**config.mk**
```make
export PLATFORM = sky130hd
export DESIGN_NAME = sysctl_regfile
export DESIGN_NICKNAME = d
export VERILOG_FILES = /design/src/rtl/sysctl_pkg.sv /design/src/rtl/sysctl_decode.sv /design/src/rtl/sysctl_lane.sv /design/src/rtl/sysctl_store.sv /design/src/rtl/sysctl_regfile.sv
export SDC_FILE = /design/constraint.sdc
export NUM_CORES = 2
export LEC_CHECK = 0
export ABC_AREA = 1
export BUFFER_PORTS_ARGS = -buffer_cell sky130_fd_sc_hd__buf_2
export CAP_MARGIN = 20
export CORE_AREA = 2 2 377 379
export DETAILED_ROUTE_END_ITERATION = 10
export DIE_AREA = 0 0 379 381
export GPL_TIMING_DRIVEN = 1
export PLACE_DENSITY = 0.8
export SYNTH_ARGS = -nofsm -noshare
export SYNTH_HDL_FRONTEND = slang
export SYNTH_HIERARCHICAL = 1
export SYNTH_SLANG_ARGS = --single-unit
```
**constraint.sdc**
```tcl
create_clock -name clk -period 63.3 [get_ports clk]
set_clock_uncertainty 0.05 [all_clocks]
set_input_delay 18.99 -clock clk [delete_from_list [all_inputs] [get_ports clk]]
set_output_delay 18.99 -clock clk [all_outputs]
set_load 0.02 [all_outputs]
```
**src/rtl/sysctl_pkg.sv**
```systemverilog
package sysctl_pkg;

  localparam int unsigned WORD_W = 32;

  // word offsets of singly placed registers
  localparam int unsigned OFS_CFG      = 'h000;
  localparam int unsigned OFS_BADADDR  = 'h010;
  localparam int unsigned OFS_XL_BASE  = 'h018;
  localparam int unsigned OFS_XL_LIM   = 'h020;
  localparam int unsigned OFS_RMT_FAIL = 'h038;
  localparam int unsigned OFS_MEM_FAIL = 'h040;
  localparam int unsigned OFS_PTAG     = 'h048;
  localparam int unsigned OFS_LTAG     = 'h050;
  localparam int unsigned OFS_BMASK    = 'h058;
  localparam int unsigned OFS_WINDOW   = 'h060;
  localparam int unsigned OFS_AUX_RO0  = 'h208;
  localparam int unsigned OFS_AUX_RW   = 'h210;
  localparam int unsigned OFS_NV_GUARD = 'h220;
  localparam int unsigned OFS_TMR_LOAD = 'h228;
  localparam int unsigned OFS_TMR_CNT  = 'h230;
  localparam int unsigned OFS_AUX_RO1  = 'h238;
  localparam int unsigned SPEED_BASE   = 'h070;
  localparam int unsigned DMA_BASE     = 'h100;

  localparam logic [1:0]        RAM_SZ_CODE = 2'd1;
  localparam logic [WORD_W-1:0] CFG_RST     = (32'(RAM_SZ_CODE) << 8) | 32'h4;
  localparam logic [WORD_W-1:0] AUX_RW_RST  = 32'h0001_8186;
  localparam logic [WORD_W-1:0] GUARD_VAL   = 32'd7;
  localparam logic [WORD_W-1:0] SPEED_RST   = 32'd7;

  typedef enum logic [4:0] {
    RK_NONE, RK_CFG, RK_BADADDR, RK_XL_BASE, RK_XL_LIM, RK_RMT_FAIL,
    RK_MEM_FAIL, RK_PTAG, RK_LTAG, RK_BMASK, RK_WINDOW, RK_SPEED, RK_DMA,
    RK_AUX_RO0, RK_AUX_RW, RK_NV_GUARD, RK_TMR_LOAD, RK_TMR_CNT, RK_AUX_RO1
  } reg_kind_e;

endpackage

```
**src/rtl/sysctl_decode.sv**
```systemverilog
module sysctl_decode
  import sysctl_pkg::*;
#(
  parameter int unsigned AW      = 14,
  parameter int unsigned N_SPEED = 15,
  parameter int unsigned N_DMA   = 32,
  parameter int unsigned IDX_W   = 5
) (
  input  logic [AW-3:0]    waddr,
  output reg_kind_e        kind,
  output logic [IDX_W-1:0] idx
);

  localparam logic [AW-1:0] SPD_LO = AW'(SPEED_BASE);
  localparam logic [AW-1:0] SPD_HI = AW'(SPEED_BASE + 8 * (N_SPEED - 1));
  localparam logic [AW-1:0] DMA_LO = AW'(DMA_BASE);
  localparam logic [AW-1:0] DMA_HI = AW'(DMA_BASE + 8 * (N_DMA - 1));

  logic [AW-1:0] word;
  assign word = {waddr, 2'b00};

  always_comb begin
    kind = RK_NONE;
    idx  = '0;
    case (word)
      AW'(OFS_CFG):      kind = RK_CFG;
      AW'(OFS_BADADDR):  kind = RK_BADADDR;
      AW'(OFS_XL_BASE):  kind = RK_XL_BASE;
      AW'(OFS_XL_LIM):   kind = RK_XL_LIM;
      AW'(OFS_RMT_FAIL): kind = RK_RMT_FAIL;
      AW'(OFS_MEM_FAIL): kind = RK_MEM_FAIL;
      AW'(OFS_PTAG):     kind = RK_PTAG;
      AW'(OFS_LTAG):     kind = RK_LTAG;
      AW'(OFS_BMASK):    kind = RK_BMASK;
      AW'(OFS_WINDOW):   kind = RK_WINDOW;
      AW'(OFS_AUX_RO0):  kind = RK_AUX_RO0;
      AW'(OFS_AUX_RW):   kind = RK_AUX_RW;
      AW'(OFS_NV_GUARD): kind = RK_NV_GUARD;
      AW'(OFS_TMR_LOAD): kind = RK_TMR_LOAD;
      AW'(OFS_TMR_CNT):  kind = RK_TMR_CNT;
      AW'(OFS_AUX_RO1):  kind = RK_AUX_RO1;
      default: begin
        if (word >= SPD_LO && word <= SPD_HI && !word[2]) begin
          kind = RK_SPEED;
          idx  = IDX_W'((word - SPD_LO) >> 3);
        end else if (word >= DMA_LO && word <= DMA_HI && !word[2]) begin
          kind = RK_DMA;
          idx  = IDX_W'((word - DMA_LO) >> 3);
        end
      end
    endcase
  end

endmodule

```
**src/rtl/sysctl_lane.sv**
```systemverilog
module sysctl_lane
  import sysctl_pkg::*;
(
  input  logic [1:0]        size,
  input  logic [1:0]        lo,
  input  logic [WORD_W-1:0] cur,
  input  logic [WORD_W-1:0] wdata,
  output logic [WORD_W-1:0] merged,
  output logic [WORD_W-1:0] picked
);

  logic [4:0] sh;
  assign sh = {lo, 3'b000};

  always_comb begin
    merged = cur;
    case (size)
      2'd0: merged[sh +: 8] = wdata[7:0];
      2'd1: begin
        if (lo[1]) merged[31:16] = wdata[15:0];
        else       merged[15:0]  = wdata[15:0];
      end
      default: merged = wdata;
    endcase
  end

  always_comb begin
    case (size)
      2'd0:    picked = {24'd0, cur[sh +: 8]};
      2'd1:    picked = lo[1] ? {16'd0, cur[31:16]} : {16'd0, cur[15:0]};
      default: picked = cur;
    endcase
  end

endmodule

```
**src/rtl/sysctl_store.sv**
```systemverilog
module sysctl_store
  import sysctl_pkg::*;
#(
  parameter int unsigned       N       = 15,
  parameter int unsigned       IDX_W   = 5,
  parameter logic [WORD_W-1:0] RST_VAL = '0
) (
  input  logic              clk,
  input  logic              arst_n,
  input  logic              wr_en,
  input  logic [IDX_W-1:0]  idx,
  input  logic [WORD_W-1:0] wr_data,
  output logic [WORD_W-1:0] rd_data
);

  logic [N*WORD_W-1:0] flat;

  for (genvar g = 0; g < N; g++) begin : g_ent
    logic              ent_en;
    logic [WORD_W-1:0] ent_q;
    assign ent_en = wr_en && (idx == IDX_W'(g));
    always_ff @(posedge clk or negedge arst_n) begin
      if (!arst_n)     ent_q <= RST_VAL;
      else if (ent_en) ent_q <= wr_data;
    end
    assign flat[g*WORD_W +: WORD_W] = ent_q;
  end

  always_comb begin
    rd_data = '0;
    for (int i = 0; i < N; i++) begin
      if (idx == IDX_W'(i)) rd_data = flat[i*WORD_W +: WORD_W];
    end
  end

endmodule

```
**src/rtl/sysctl_regfile.sv**
```systemverilog
module sysctl_regfile
  import sysctl_pkg::*;
#(
  parameter int unsigned AW         = 14,
  parameter int unsigned N_SPEED    = 15,
  parameter int unsigned N_DMA_CH   = 8,
  parameter int unsigned DMA_PER_CH = 4
) (
  input  logic          clk,
  input  logic          rst_n,
  input  logic          bus_valid,
  input  logic          bus_we,
  input  logic [1:0]    bus_size,
  input  logic [AW-1:0] bus_addr,
  input  logic [31:0]   bus_wdata,
  output logic [31:0]   bus_rdata,
  output logic          tmr_load_stb,
  output logic [31:0]   tmr_load_val,
  output logic          tmr_count_stb
);

  localparam int unsigned N_DMA = N_DMA_CH * DMA_PER_CH;
  localparam int unsigned N_MAX = (N_DMA > N_SPEED) ? N_DMA : N_SPEED;
  localparam int unsigned IDX_W = (N_MAX > 1) ? $clog2(N_MAX) : 1;

  // reset: asserted at once, released through two flops
  logic [1:0] rst_pipe;
  logic       arst_n;
  always_ff @(posedge clk or negedge rst_n) begin
    if (!rst_n) rst_pipe <= '0;
    else        rst_pipe <= {rst_pipe[0], 1'b1};
  end
  assign arst_n = rst_pipe[1];

  reg_kind_e         kind;
  logic [IDX_W-1:0]  idx;
  logic [WORD_W-1:0] cur_word, merged, picked, spd_rd, dma_rd;
  logic              wr_fire, rd_fire;

  logic [WORD_W-1:0] cfg_q, xl_base_q, xl_lim_q, ptag_q, ltag_q, bmask_q;
  logic [WORD_W-1:0] win_q, aux_q, rdata_q, load_val_q;
  logic              load_stb_q, cnt_stb_q;

  logic cfg_en, xl_base_en, xl_lim_en, ptag_en, ltag_en, win_en, aux_en;
  logic bmask_en, spd_en, dma_en, load_stb_d, cnt_stb_d;
  logic [WORD_W-1:0] bmask_d;

  sysctl_decode #(.AW(AW), .N_SPEED(N_SPEED), .N_DMA(N_DMA), .IDX_W(IDX_W)) u_dec (
    .waddr (bus_addr[AW-1:2]),
    .kind  (kind),
    .idx   (idx)
  );

  sysctl_store #(.N(N_SPEED), .IDX_W(IDX_W), .RST_VAL(SPEED_RST)) u_speed (
    .clk(clk), .arst_n(arst_n), .wr_en(spd_en), .idx(idx),
    .wr_data(merged), .rd_data(spd_rd)
  );

  sysctl_store #(.N(N_DMA), .IDX_W(IDX_W), .RST_VAL('0)) u_dma (
    .clk(clk), .arst_n(arst_n), .wr_en(dma_en), .idx(idx),
    .wr_data(merged), .rd_data(dma_rd)
  );

  sysctl_lane u_lane (
    .size(bus_size), .lo(bus_addr[1:0]), .cur(cur_word),
    .wdata(bus_wdata), .merged(merged), .picked(picked)
  );

  // current content of the addressed word, as software sees it
  always_comb begin
    case (kind)
      RK_CFG:      cur_word = cfg_q;
      RK_XL_BASE:  cur_word = xl_base_q;
      RK_XL_LIM:   cur_word = xl_lim_q;
      RK_PTAG:     cur_word = ptag_q;
      RK_LTAG:     cur_word = ltag_q;
      RK_BMASK:    cur_word = bmask_q;
      RK_WINDOW:   cur_word = win_q;
      RK_SPEED:    cur_word = spd_rd;
      RK_DMA:      cur_word = dma_rd;
      RK_AUX_RW:   cur_word = aux_q;
      RK_NV_GUARD: cur_word = GUARD_VAL;
      RK_AUX_RO1:  cur_word = GUARD_VAL;
      default:     cur_word = '0;
    endcase
  end

  // next-state
  always_comb begin
    wr_fire    = bus_valid && bus_we;
    rd_fire    = bus_valid && !bus_we;
    cfg_en     = wr_fire && (kind == RK_CFG);
    xl_base_en = wr_fire && (kind == RK_XL_BASE);
    xl_lim_en  = wr_fire && (kind == RK_XL_LIM);
    ptag_en    = wr_fire && (kind == RK_PTAG);
    ltag_en    = wr_fire && (kind == RK_LTAG);
    win_en     = wr_fire && (kind == RK_WINDOW);
    aux_en     = wr_fire && (kind == RK_AUX_RW);
    spd_en     = wr_fire && (kind == RK_SPEED);
    dma_en     = wr_fire && (kind == RK_DMA);
    bmask_en   = (kind == RK_BMASK) &&
                 (wr_fire || (rd_fire && (bmask_q == '1)));
    bmask_d    = wr_fire ? (bmask_q | merged) : '0;
    load_stb_d = wr_fire && (kind == RK_TMR_LOAD);
    cnt_stb_d  = rd_fire && (kind == RK_TMR_CNT);
  end

  // registers
  always_ff @(posedge clk or negedge arst_n) begin
    if (!arst_n) begin
      cfg_q      <= CFG_RST;
      xl_base_q  <= '0;
      xl_lim_q   <= '0;
      ptag_q     <= '0;
      ltag_q     <= '0;
      bmask_q    <= '0;
      win_q      <= '0;
      aux_q      <= AUX_RW_RST;
      rdata_q    <= '0;
      load_val_q <= '0;
      load_stb_q <= 1'b0;
      cnt_stb_q  <= 1'b0;
    end else begin
      if (cfg_en)     cfg_q      <= merged;
      if (xl_base_en) xl_base_q  <= merged;
      if (xl_lim_en)  xl_lim_q   <= merged;
      if (ptag_en)    ptag_q     <= merged;
      if (ltag_en)    ltag_q     <= merged;
      if (win_en)     win_q      <= merged;
      if (aux_en)     aux_q      <= merged;
      if (bmask_en)   bmask_q    <= bmask_d;
      if (rd_fire)    rdata_q    <= picked;
      if (load_stb_d) load_val_q <= merged;
      load_stb_q <= load_stb_d;
      cnt_stb_q  <= cnt_stb_d;
    end
  end

  assign bus_rdata     = rdata_q;
  assign tmr_load_stb  = load_stb_q;
  assign tmr_load_val  = load_val_q;
  assign tmr_count_stb = cnt_stb_q;

endmodule

```
## Word level (Yosys, flattened, before mapping)

Cells that the tools add are included.

| operators by class | value |
|---|---|
| reduce and logical (&&, ||, !) cells | 74 |
| shift operators | 3 |
| eq/ne operators | 62 |
| bitwise logic cells | 1 |
| order comparisons | 4 |
| $add $sub $neg | 3 |
| mux-type cells | 61 |

Operator list:

| cell | number |
|---|---|
| 32-bit two-way mux | 48 |
| 32-bit case mux with 11 select lines | 1 |
| 32-bit case mux with 2 select lines | 2 |
| 5-bit == test (second input constant) | 19 |
| 5-bit case mux with 16 select lines | 1 |
| 5-bit by 4-bit == test with 1-bit output (second input constant) | 15 |
| 12-bit by 8-bit == test with 1-bit output (second input constant) | 6 |
| 1-bit logical AND | 66 |
| 12-bit by 5-bit == test with 1-bit output (second input constant) | 5 |
| 16-bit two-way mux | 3 |
| 32-bit bitwise mux | 1 |
| 32-bit == test (second input constant) | 1 |
| 32-bit OR | 1 |
| 8-bit by 7-bit variable shift with 32-bit output (first input constant) | 1 |
| 32-bit by 6-bit indexed part select with 8-bit output | 1 |
| 8-bit by 7-bit indexed part select with 32-bit output | 1 |
| 5-bit by 3-bit == test with 1-bit output (second input constant) | 6 |
| 12-bit by 3-bit == test with 1-bit output (second input constant) | 2 |
| 12-bit by 4-bit == test with 1-bit output (second input constant) | 2 |
| 5-bit two-way mux | 4 |
| 16-bit OR reduction | 1 |
| 5-bit by 2-bit == test with 1-bit output (second input constant) | 3 |
| 14-bit by 7-bit >= comparator with 1-bit output (second input constant) | 1 |
| 14-bit by 9-bit >= comparator with 1-bit output (second input constant) | 1 |
| 14 further kinds | 16 |

| word-level totals | value |
|---|---|
| bits in registers | 1828 |
| output and inout port bits | 66 |

## Depth between registers and ports, before layout

| depth | value |
|---|---|
| depth after elaboration | 44 |
| gate-level depth with buffers | 43 |

## Modules after synthesis

The synthesis kept the hierarchy.

Modules (own cells, without submodules):

| module | times used | area each (um^2) | cells each |
|---|---|---|---|
| sysctl_store (u_dma) | 1 | 44466.4 | 5444 |
| sysctl_store (u_speed) | 1 | 21160.3 | 2580 |
| sysctl_regfile | 1 | 15474.8 | 1916 |
| sysctl_lane | 1 | 2078.2 | 456 |
| sysctl_decode | 1 | 651.9 | 131 |

## Worst setup path after synthesis

No wires, ideal clock.

| timing | value |
|---|---|
| path type | input -> register |
| from | input bus_addr[4] |
| to | register u_speed.g_ent[10].ent_q[20] |
| slack | 39964 ps |
| cell stages on the path | 39 |
| data required time | 63117 ps |
| arrival time | 23153 ps |
| path buffers | 2 |
| path through | inv_1 -> ha_1 -> nand2_2 -> nor2_1 -> o21a_1 -> nor2_4 -> nand3_2 -> nor2_1 -> nor2_2 -> nand2_1 -> nor2_1 -> buf_2 -> nand2_1 -> nand4_1 -> nand2_1 -> nand4_1 -> nor2_1 -> nand4_1 -> (+3 left out) -> nand4_1 -> nor2_1 -> nand4_1 -> nor2_1 -> nand3_1 -> nor2_1 -> nand3_1 -> nand4_1 -> nand2_1 -> nor2_1 -> nand3_1 -> inv_1 -> o21ai_0 -> a21boi_0 -> nand2_1 -> inv_1 -> clkbuf_1 -> o21ai_0 |

| on the way | value |
|---|---|
| word-level cells in the longest chain between the ends | 42 |

RTL lines:

| element | RTL line | text |
|---|---|---|
| start: declaration | sysctl_regfile.sv:14 | `input logic [AW-1:0] bus_addr,` |
| 14-bit by 9-bit >= comparator with 1-bit output / 14-bit by 9-bit less-or-equal comparator with 1-bit output (equally long branches) | sysctl_decode.sv:46 | `end else if (word >= DMA_LO && word <= DMA_HI && !word[2]) begin` |
| 1-bit logical AND (2 in a row) | sysctl_decode.sv:46 |  |
| 5-bit two-way mux | sysctl_decode.sv:46 |  |
| 5-bit two-way mux | sysctl_decode.sv:43 | `if (word >= SPD_LO && word <= SPD_HI && !word[2]) begin` |
| 5-bit two-way mux (*) | sysctl_decode.sv:25 | `case (word)` |
| named net idx[1] | sysctl_regfile.sv:36 | `logic [IDX_W-1:0] idx;` |
| 5-bit logical NOT | sysctl_store.sv:32 | `if (idx == IDX_W'(i)) rd_data = flat[i*WORD_W +: WORD_W];` |
| 32-bit two-way mux (31 in a row) | sysctl_store.sv:32 |  |
| 32-bit two-way mux (*) | sysctl_store.sv:32 |  |
| named net dma_rd[20] | sysctl_regfile.sv:37 | `logic [WORD_W-1:0] cur_word, merged, picked, spd_rd, dma_rd;` |
| 32-bit case mux with 11 select lines (*) | sysctl_regfile.sv:71 | `case (kind)` |
| named net cur_word[20] | sysctl_regfile.sv:37 |  |
| 16-bit two-way mux / 32-bit bitwise mux (equally long branches) | sysctl_lane.sv:20, sysctl_lane.sv:18 |  |
| 32-bit case mux with 2 select lines (*) | sysctl_lane.sv:17 | `case (size)` |
| named net merged[20] | sysctl_regfile.sv:37 |  |
| end signal: assignment | sysctl_store.sv:24 | `else if (ent_en) ent_q <= wr_data;` |
| end: declaration | sysctl_store.sv:20 | `logic [WORD_W-1:0] ent_q;` |

The timed path passes the listed nets; every way through them passes the cells marked *.
A chain may end at the register's enable or synchronous reset.

## Worst setup path after layout

| timing | value |
|---|---|
| from | input bus_addr[5] |
| to | register u_dma.g_ent[13].ent_q[1] |

| on the way | value |
|---|---|
| word-level cells in the longest chain between the ends | 42 |

RTL lines:

| element | RTL line |
|---|---|
| 14-bit by 9-bit >= comparator with 1-bit output / 14-bit by 9-bit less-or-equal comparator with 1-bit output (equally long branches) | sysctl_decode.sv:46 |
| 1-bit logical AND (2 in a row) | sysctl_decode.sv:46 |
| 5-bit two-way mux | sysctl_decode.sv:46 |
| 5-bit two-way mux | sysctl_decode.sv:43 |
| 5-bit two-way mux (*) | sysctl_decode.sv:25 |
| named net idx[4] | sysctl_regfile.sv:36 |
| 5-bit logical NOT | sysctl_store.sv:32 |
| 32-bit two-way mux (31 in a row) | sysctl_store.sv:32 |
| 32-bit two-way mux (*) | sysctl_store.sv:32 |
| named net dma_rd[1] | sysctl_regfile.sv:37 |
| 32-bit case mux with 11 select lines (*) | sysctl_regfile.sv:71 |
| named net cur_word[1] | sysctl_regfile.sv:37 |
| 16-bit two-way mux / 32-bit bitwise mux (equally long branches) | sysctl_lane.sv:20, sysctl_lane.sv:18 |
| 32-bit case mux with 2 select lines (*) | sysctl_lane.sv:17 |
| named net merged[1] | sysctl_regfile.sv:37 |
| end signal: assignment | sysctl_store.sv:24 |
| end: declaration | sysctl_store.sv:20 |

Marks and branches as above.

==> impl_summary.md <==
Clock tree
The H-tree depth is 4. Clock latency on the worst-skew pair, taken at its later pin, is 820 ps. The number of buffers added by the clock tree synthesis step is 180. The clock tree from TritonCTS is yes. The clock transition at the register clock pins on the worst setup and hold paths after CTS is 60 ps. The maximum count of clock buffers along a single path is 3. The post-CTS setup buffer count is 0.

The total of hold buffers inserted after clock tree synthesis is 0. The clock tree root driver cell is sky130_fd_sc_hd__clkbuf_16. For this design, the sink count on the clock tree is 1,828. The number of gates resized after cts is 0.

Pwr
The net switching power figure is 543 uW. Of the total power, combinational logic draws 3.8%. The maximum resistive drop on vdd is 0.0228 mV. The fraction of power spent switching nets is 23.1%. The share of power burned in the clock network is 46.2%.

The static leakage is 0.0418 uW. For this design the ratio of total power to cell area is 25.6 nW/um^2. The sequential group share of total power is 50.0%.

The power consumption is 2350 uW. Internal power comes to 1810 uW.

Worst setup path
On the worst path, the slowest cell contributes a delay of 490 ps. The critical path is of the primary input to flop type. The startpoint type of the worst setup path is a primary input. STA classifies the critical path endpoint as a flop. The maximum fanout along the worst path is 57. The worst register-to-register path begins at u_dma/g_ent[0].ent_q[1]. The worst register-to-register path has a depth of 29. For the worst setup path, the data arrival time is 26,760 ps. The endpoint identified for the worst register-to-register timing path is u_dma/g_ent[13].ent_q[1]. Setup slack on the worst reg-to-reg path comes out at 57,610 ps.

The most frequent cell on the critical path is sky130_fd_sc_hd__nor2_1. STA puts the critical path data required time at 63,920 ps. The slowest stage of the critical path is the sky130_fd_sc_hd__buf_4 cell.

Placed design
The final weighted congestion in routability-driven placement is 1.01. The sum of net half-perimeters after detailed placement is 162,000 um. The number of input and output port buffers inserted is 117.

Counting tap cells, the placed design contains a total of 11,900 instances.

Yosys
The number of nets produced by synthesis is 10,600. The async set or reset register ratio after synthesis is 100%. The number of flip-flops and latches in the synthesized netlist is 1,828. After technology mapping, the gate count stands at 10,500. The count of flip-flops with a built-in enable after synthesis is 0. The number of warnings printed during yosys synthesis is 6. In this run the cell area of the synthesized design comes to 83,800 um^2.

The sequential area share after synthesis is 54.6%. The top-area cell type share of the netlist area is 53.0%. Yosys attributes the largest share of cell area to sky130_fd_sc_hd__dfrtp_1 53%, sky130_fd_sc_hd__nand2_1 16%, sky130_fd_sc_hd__o21ai_0 9.7%, sky130_fd_sc_hd__nand4_1 3.9%, sky130_fd_sc_hd__nor2_1 3.6%. The mean instance size in the synthesized netlist is 7.96 um^2.

Among all flip-flop cells after synthesis, the most frequent one is sky130_fd_sc_hd__dfrtp_1. The dominant cell type by area after synthesis is sky130_fd_sc_hd__dfrtp_1. Yosys mapped the design onto 42 distinct sky130hd cell types.

Job
Max-cap violations in this run came to 0.

Final layout
The number of nets in the final layout is 10,300. Leaving out fill and tap cells, the most frequent cells in the layout are 3,509 x sky130_fd_sc_hd__nand2_1, 1,774 x sky130_fd_sc_hd__dfrtp_1, 1,616 x sky130_fd_sc_hd__o21ai_0, 784 x sky130_fd_sc_hd__nor2_1, 666 x sky130_fd_sc_hd__inv_1. The most common library cell in the layout ignoring fill and taps is sky130_fd_sc_hd__nand2_1. Relative to the synthesized area, the layout overhead comes to 9.52%. Excluding fillers, the count of instances in the completed layout stands at 12,300. The post-route netlist has 8.42% of its cells at a drive strength greater than 1.

Detailed routing
In this run the remaining antenna-violating nets after routing total 0. For this block, the via count after detailed routing is 74,000. The first-pass detailed-route iteration total is 7. The routed wirelength normalized by instance count is 21.2 um.

Dividing the detail-routed via count by the number of cells gives 6.01. The routed design has 261,000 um of wire. The initial detailed-routing violation count is 9,731. The remaining design rule violation count is 0.

Global route
The initial antenna violation count is 4. Entering global routing, the biggest net connects 188 pins. The number of global-route vias before repair was 69,900. The wire length of the first global-routing pass is 404,000 um. The global-route congestion overflow total is 0.

Across every metal layer, demand over resource in global routing totals 36.0%.

Floorplanning
The core region is 141,000 um^2. From left edge to right edge, the die measures 379 um. The initial core utilization is 59.6%. The die covers 144,000 um^2. From bottom edge to top edge, the die measures 381 um. The number of ports placed on the die boundary is 118. The number of standard-cell rows in the floorplan is 138.

STA
The actual transition at the worst max-transition pin is 1250 ps. In this run the tightest slew margin relative to its limit is 16.4%. The number of slew-limit violations in the final report was 0. After layout, the worst path uses 41.3% of the clock period.

Setup repair after global routing left no endpoint under its margin. The hold slack is 306 ps. The total count of hold-check failures in the final report was 0. The maximum clock rate is 0.0382 GHz. Adding up every negative setup slack in the final design gives 0 ps.

The routed design could run at a clock period as short as 26,150 ps. Setup violations remaining at the end of the flow were counted as 0.

Min path
The terminating pin of the worst hold path is rst_pipe[1]. The classification of the worst-slack hold path is flop to flop. The startpoint identified for the worst hold timing path is rst_pipe[0]. The hold path depth is 0.

Status
The flow ran to the end, and the final reports show no timing, DRC or antenna violations.
synthesized netlist by cell type (all sizes together), types with 9 or more instances:
cell	number
inv	704
mux2	32
dfrtp	1775
nand2	3570
nand4	530
ha	9
nor2	836
dfstp	53
nand3	278
o21a	10
buf	199
or2	69
nor3	18
o21ai	1817
a21oi	62
clkbuf	533
sequential cells by signal, summed over array words and instances (netlist names), 32 cells and up:
signal	cells
ltag_q	32
xl_base_q	32
tmr_load_val	32
ptag_q	32
u_speed/g_ent.ent_q	480
win_q	32
u_dma/g_ent.ent_q	1024
aux_q	32
bus_rdata	32
xl_lim_q	32
bmask_q	32
cfg_q	32
metrics by stage:
| step | utilization, % | cell area (um^2) | worst slack, ps |
|---|---|---|---|
| 2_1_floorplan | - | 83800 | 8610 |
| 3_3_place_gp | 60.4 | 84900 | 36710 |
| 3_5_place_dp | 60.6 | 85200 | 36690 |
| 4_1_cts | 64.9 | 91200 | 37530 |
| 5_1_grt | 65.3 | 91800 | 36800 |
| 6_report | 65.3 | 91800 | 37150 |
per-layer routing:
| layer | global-route usage (%) | vias up | part of all wire (%) |
|---|---|---|---|
| met5 | 0.472 | - | 0.053 |
| met4 | 19.0 | 8 | 5.8 |
| met3 | 8.40 | 803 | 11 |
| met2 | 54.0 | 4271 | 45 |
| met1 | 48.8 | 35600 | 38 |
| li1 | - | 33300 | - |
worst max-delay path, delay by kind of cell:
kind / cells / cell delay [ps]
AO/OA/AOI/OAI: 3 / 590
adder cells (fa/ha/maj): 1 / 220
buffers and inverters: 9 / 2260
AND/OR/NAND/NOR: 28 / 4550
cell type report:
class                           instances  area, um^2
Fill cell                           11300       48700
Sequential cell                      1828       45800
Multi-Input combinational cell       7260       32500
Clock buffer                          269        5150
Inverter                              707        2660
Timing Repair Buffer                  285        2500
Tap cell                             1890        2360
Clock inverter                         62         793
Antenna cell                            1        2.50
power groups by stage:
stage               sequential [uW]  clock, uW  combinational, uW
global route                   1170       1140               96.8
global placement               1200          0               85.4
detailed placement             1200          0               87.0
CTS                            1170       1090               87.3
floorplan                      1210          0               32.1
finish                         1170       1090               90.4
worst max-delay path by stage:
stage,from,end,slack [ps]
finish,bus_addr[5],u_dma/g_ent[13].ent_q[1],37150
global route,bus_addr[4],u_dma/g_ent[13].ent_q[1],36800
CTS,bus_addr[4],u_dma/g_ent[13].ent_q[1],37530
detailed placement,bus_addr[4],u_dma/g_ent[13].ent_q[1],36690
global placement,bus_addr[4],u_dma/g_ent[30].ent_q[22],36710
floorplan,rst_pipe[1],aux_q[0],8610
kinds of logic (layout without fill, tap and decap cells):
family	Yosys count	after routing	synth area share, %
and+or+nand+nor	5305	5305	26.4
AOI/OAI and AO/OA	1913	1913	11.5
DFF	1828	1828	54.6
buffers and inverters	1439	1323	6.86
muxes	32	32	0.430
adders and majority gates	9	9	0.134
other	1	2	0.00447
Note: power is estimated with default switching activity, not from simulation.
